$ cat config.mk
export PLATFORM = sky130hd
export DESIGN_NAME = lsgate_top
export DESIGN_NICKNAME = d
export VERILOG_FILES = /design/src/rtl/lsgate_pkg.sv /design/src/rtl/lsgate_attr.sv /design/src/rtl/lsgate_prio.sv /design/src/rtl/lsgate_top.sv
export SDC_FILE = /design/constraint.sdc
export NUM_CORES = 1
export LEC_CHECK = 0
export ABC_AREA = 0
export BUFFER_PORTS_ARGS = -buffer_cell sky130_fd_sc_hd__buf_4
export CAP_MARGIN = 25
export CORE_AREA = 2 2 39 41
export DETAILED_ROUTE_END_ITERATION = 8
export DIE_AREA = 0 0 41 43
export PLACE_DENSITY = 0.66
export SLEW_MARGIN = 20
export SYNTH_ARGS = -nofsm -noshare
export SYNTH_HDL_FRONTEND = slang
export SYNTH_SLANG_ARGS = --single-unit
export TNS_END_PERCENT = 5
$ cat constraint.sdc
create_clock -name clk -period 1.78 [get_ports clk]
set_input_delay 0.356 -clock clk [delete_from_list [all_inputs] [get_ports clk]]
set_output_delay 0.356 -clock clk [all_outputs]
set_load 0.05 [all_outputs]
$ cat src/rtl/lsgate_pkg.sv
package lsgate_pkg;
    localparam int NACT = 7;

    typedef enum int {
        ACT_STALL = 0,
        ACT_ABORT = 1,
        ACT_FAULT = 2,
        ACT_QUIET = 3,
        ACT_TOSB  = 4,
        ACT_FWD   = 5,
        ACT_ISSUE = 6
    } act_idx_e;

    typedef enum logic [1:0] {
        COV_NONE = 2'b00,
        COV_PART = 2'b01,
        COV_FULL = 2'b10,
        COV_RSVD = 2'b11
    } cov_e;

    typedef struct packed {
        logic is_load;
        logic strict_order;
        logic llsc;
        logic swap;
        logic atomic;
        logic release_acc;
        logic local_access;
    } attr_t;

    typedef struct packed {
        logic            bufferable;
        logic            sb_bound;
        logic            needs_drain;
    } cls_t;
endpackage

$ cat src/rtl/lsgate_attr.sv
module lsgate_attr
    import lsgate_pkg::*;
(
    input  attr_t attr,
    output cls_t  cls
);
    always_comb begin
        cls.bufferable  = !(attr.strict_order || attr.llsc || attr.swap ||
                            attr.atomic || attr.release_acc);
        cls.sb_bound    = cls.bufferable && !attr.is_load && !attr.local_access;
        cls.needs_drain = (!attr.is_load && attr.llsc) || attr.release_acc;
    end
endmodule

$ cat src/rtl/lsgate_prio.sv
module lsgate_prio
    import lsgate_pkg::*;
#(
    parameter int MAX_INFLIGHT = 4,
    parameter int CNT_W        = 4,
    parameter int INF_W        = 3
) (
    input  logic             head_valid,
    input  logic             retry_pending,
    input  logic             in_translation,
    input  logic             xfer_space,
    input  logic             wrong_stream,
    input  logic             pkts_in_mem,
    input  logic             has_fault,
    input  logic             is_prefetch,
    input  logic             is_load,
    input  cls_t             cls,
    input  logic             is_head_inst,
    input  logic [CNT_W-1:0] stores_in_xfer,
    input  logic             sb_empty,
    input  logic [1:0]       fwd_cov,
    input  logic [INF_W-1:0] mem_inflight,
    output logic [NACT-1:0]  act
);
    localparam int unsigned LIMIT = MAX_INFLIGHT;

    always_comb begin
        act = '0;
        if (!head_valid) begin
            act = '0;
        end else if (retry_pending || in_translation || !xfer_space) begin
            act[ACT_STALL] = 1'b1;
        end else if (wrong_stream) begin
            if (pkts_in_mem) act[ACT_STALL] = 1'b1;
            else             act[ACT_ABORT] = 1'b1;
        end else if (has_fault) begin
            if (is_prefetch) act[ACT_QUIET] = 1'b1;
            else             act[ACT_FAULT] = 1'b1;
        end else if (is_load && (stores_in_xfer != '0)) begin
            act[ACT_STALL] = 1'b1;
        end else if (cls.sb_bound) begin
            act[ACT_TOSB] = 1'b1;
        end else if (cls.needs_drain && !sb_empty) begin
            act[ACT_STALL] = 1'b1;
        end else if (!cls.bufferable && !is_head_inst) begin
            act[ACT_STALL] = 1'b1;
        end else if (is_load && (fwd_cov == COV_FULL)) begin
            act[ACT_FWD] = 1'b1;
        end else if (is_load && (fwd_cov != COV_NONE)) begin
            act[ACT_STALL] = 1'b1;
        end else if (32'(mem_inflight) >= LIMIT) begin
            act[ACT_STALL] = 1'b1;
        end else begin
            act[ACT_ISSUE] = 1'b1;
        end
    end
endmodule

$ cat src/rtl/lsgate_top.sv
module lsgate_top
    import lsgate_pkg::*;
#(
    parameter int MAX_INFLIGHT = 4,
    parameter int XFER_DEPTH   = 8,
    localparam int CNT_W       = $clog2(XFER_DEPTH + 1),
    localparam int INF_W       = $clog2(MAX_INFLIGHT + 1)
) (
    input  logic             clk,
    input  logic             rst_n,
    input  logic             head_valid,
    input  logic             retry_pending,
    input  logic             in_translation,
    input  logic             xfer_space,
    input  logic             wrong_stream,
    input  logic             pkts_in_mem,
    input  logic             has_fault,
    input  logic             is_prefetch,
    input  logic             is_load,
    input  logic             strict_order,
    input  logic             llsc,
    input  logic             swap,
    input  logic             atomic,
    input  logic             release_acc,
    input  logic             local_access,
    input  logic             is_head_inst,
    input  logic [CNT_W-1:0] stores_in_xfer,
    input  logic             sb_empty,
    input  logic [1:0]       fwd_cov,
    input  logic [INF_W-1:0] mem_inflight,
    output logic [NACT-1:0]  action
);
    generate
        if (MAX_INFLIGHT < 1) begin : g_bad_limit
            $error("MAX_INFLIGHT must be at least 1");
        end
    endgenerate

    typedef struct packed {
        logic [NACT-1:0] act;
        logic            live;
    } reg_t;

    reg_t  st_d, st_q;
    attr_t attr;
    cls_t  cls;
    logic [NACT-1:0] act_c;

    assign attr = '{is_load: is_load, strict_order: strict_order, llsc: llsc,
                    swap: swap, atomic: atomic, release_acc: release_acc,
                    local_access: local_access};

    lsgate_attr u_attr (.attr(attr), .cls(cls));

    lsgate_prio #(
        .MAX_INFLIGHT(MAX_INFLIGHT), .CNT_W(CNT_W), .INF_W(INF_W)
    ) u_prio (
        .head_valid(head_valid), .retry_pending(retry_pending),
        .in_translation(in_translation), .xfer_space(xfer_space),
        .wrong_stream(wrong_stream), .pkts_in_mem(pkts_in_mem),
        .has_fault(has_fault), .is_prefetch(is_prefetch), .is_load(is_load),
        .cls(cls), .is_head_inst(is_head_inst), .stores_in_xfer(stores_in_xfer),
        .sb_empty(sb_empty), .fwd_cov(fwd_cov), .mem_inflight(mem_inflight),
        .act(act_c)
    );

    always_comb begin
        st_d      = st_q;
        st_d.act  = act_c;
        st_d.live = 1'b1;
    end

    always_ff @(posedge clk) begin
        if (!rst_n) st_q <= '0;
        else        st_q <= st_d;
    end

    assign action = st_q.act;

    assert_reset_idle_R1: assert property (@(posedge clk)
        !rst_n |=> action == '0);
    assert_no_head_R1: assert property (@(posedge clk) disable iff (!rst_n)
        st_q.live && $past(!head_valid) |-> action == '0);
    assert_onehot_R12: assert property (@(posedge clk) disable iff (!rst_n)
        st_q.live && $past(head_valid) |-> $countones(action) == 1);
    assert_retry_stall_R2: assert property (@(posedge clk) disable iff (!rst_n)
        st_q.live && $past(head_valid && (retry_pending || in_translation))
        |-> action[ACT_STALL]);
    assert_abort_src_R4: assert property (@(posedge clk) disable iff (!rst_n)
        st_q.live && action[ACT_ABORT] |-> $past(wrong_stream && !pkts_in_mem));
    assert_load_wait_R6: assert property (@(posedge clk) disable iff (!rst_n)
        st_q.live && $past(is_load && stores_in_xfer != '0)
        |-> !action[ACT_ISSUE] && !action[ACT_FWD]);
    assert_tosb_store_R7: assert property (@(posedge clk) disable iff (!rst_n)
        st_q.live && action[ACT_TOSB] |-> $past(!is_load && !local_access));
    assert_inflight_cap_R11: assert property (@(posedge clk) disable iff (!rst_n)
        st_q.live && action[ACT_ISSUE] |-> $past(32'(mem_inflight) < MAX_INFLIGHT));
endmodule

==> reports/metrics.csv <==
metric;value;unit
holdPathEnd;action[2]$_SDFF_PP0_;
vdd_drop_max;223.1;uV
rsz0062_at_grt;false;
critPathKind;in -> reg;
fin_crit_sh;73.54;%
post_cts_buffers;0;
grt_max_degree;7;
arrival;1470;ps
fmax;0.7640;GHz
yosysTopAreaCellShare;37.33;%
htree_levels;1;
grt_pass1_wl;1373;um
drc_errors;0;
drive_above_1_share;59.15;%
netlist_top_cells_area;dfxtp_1 (37%), o41ai_4 (7.3%), nor4_4 (5.7%), nor2_1 (4.0%), nor4b_2 (4.0%);
hp-class;in -> reg;
root_buffer;clkbuf_4;
crit_chain;buf_4 > or3b_4 > nor4_4 > o2111ai_2 > nor4_2;
cts-hold-fix-buffers;0;
antenna_found_initial;0;
cts_resized;0;
synth_compound_area_share;26.00;%
yosysSeqAreaShare;37.33;%
relSlewSlack;80.81;%
hold_viol;0;
p_per_area;575.5;nW/um^2
antennaDiodeCount;0;
area_growth;76.33;%
critical-path-max-stage-delay;420;ps
fp.dieW;41;um
cts_buffers;3;
ys.flop_type;dfxtp_1;
coreArea;1384;um^2
synth_top_area_cell;dfxtp_1;
viasPerCell;4.632;
synth-edff-count;0;
clock_path_buffers;2;
grt_usage;10.94;%
setup_tns;0;ps
drv_slew;0;
gp_congestion;0.7142;
initial_utilization;27.12;%
synth_top_family_by_area;simple AND/OR/NAND/NOR gates;
setup_viol;0;
largest_register_ffs;7;
drv_cap;0;
cts_tree;yes;
finalWirelength;865;um
die_h;43;um
firstDrtPassIters;4;
antenna_left;0;
die_area;1763;um^2
hpwl;747.8;um
syn_area;375.4;um^2
syn_nets;63;
crit_path_start_kind;input pin;
clkSinkCount;7;
worstMarginPinSlew;285.7;ps
cp_max_fo;4;
postLayoutCoreUtil;47.83;%
synth-xor-area-share;0;%
seq_area;140.1;um^2
first_global_vias;365;
wire_per_inst;9.943;um
yosysWarnings;0;
synth.most_common_cell;dfxtp_1;
synth-seq-cells;7;
ioPinCount;35;
fin_hold_ws;276.3;ps
finalCriticalPeriod;1309;ps
outcome;completed;
worstPathRequired;1940;ps
hold_start;is_prefetch;
yosys-top-cells-count;dfxtp_1 (7), nor2_1 (4), nand2_1 (3);
dr.first_iter.drc_count;2;
vias;403;
synth_fa_ha_area_share;0;%
ys_types;22;
multi_input_area;235.2;um^2
syn_avg_cell_area;10.72;um^2
netlist_instances;35;
whs_path_depth;2;
cp-end-kind;flop;
overflow;0;
portBuffers;32;
nFillCells;146;
async_reset_ff_share;0;%
leakage;0.0003083;uW
clkTransAtPathRegs;50;ps
nets;100;
synthMuxAreaShare;0;%
slowest_stage;or3b_4;
synth_simple_gate_area_share;36.67;%
fp-row-count;14;
[power breakdown]
part	total (uW)	internal, uW	switching, uW
clock network	139	85.2	53.4
logic	83.3	48.6	34.7
registers	159	159	0.342
[placed cells by master (no fill, tap or decap), drive strengths merged, types with 2 or more instances in the layout]
cell,instances
nand2,3
dfxtp,7
nor4b,2
buf,32
nor3,2
nor2,4
clkbuf,4
and3,2
and2,2
nor4,2
[layer usage]
layer / track usage, % / share of wire [%]
met1: 13.50 / 41
met2: 18.13 / 49
met3: 0 / 8.1
met4: 6.000 / 1.8
met5: 0 / 0
[logic make-up after synthesis]
family           count (synthesis)
AND/OR/NAND/NOR                 19
flip-flops                       7
AO/OA/AOI/OAI                    9
[worst max path at each step]
| stage | to | depth (start not counted) | slack [ps] | startpoint |
|---|---|---|---|---|
| after floorplan | action[6]$_SDFF_PP0_ | 4 | 390 | in_translation |
| after global placement | action[6]$_SDFF_PP0_ | 5 | 210 | in_translation |
| after detailed placement | action[5]$_SDFF_PP0_ | 5 | 200 | in_translation |
| after CTS | action[5]$_SDFF_PP0_ | 5 | 460 | in_translation |
| after global routing | action[5]$_SDFF_PP0_ | 5 | 370 | in_translation |
| final | action[5]$_SDFF_PP0_ | 5 | 470 | in_translation |
[metrics by stage]
stage	std cells	instance area [um^2]	power, uW	setup slack (ps)
after global placement	83	635.6	245.2	205.9
final	87	661.9	380.9	471.1
after detailed placement	83	635.6	246.0	202.9
after floorplan	35	375.4	188.5	394.7
after CTS	87	661.9	387.2	460.2
after global routing	87	661.9	398.3	369.6
[final cells by class]
class / instances / share of cell area (%)
timing repair buffer: 32 / 36.29
sequential: 7 / 21.17
tap: 16 / 3.025
multi-input combinational: 28 / 35.54
clock buffer: 4 / 3.970
[critical path: cells and delay by family]
family                 cells  cell delay (ps)
AO/OA/AOI/OAI              1              180
AND/OR/NAND/NOR            3              820
buffers and inverters      1              110
(Power assumes the default switching activity.)
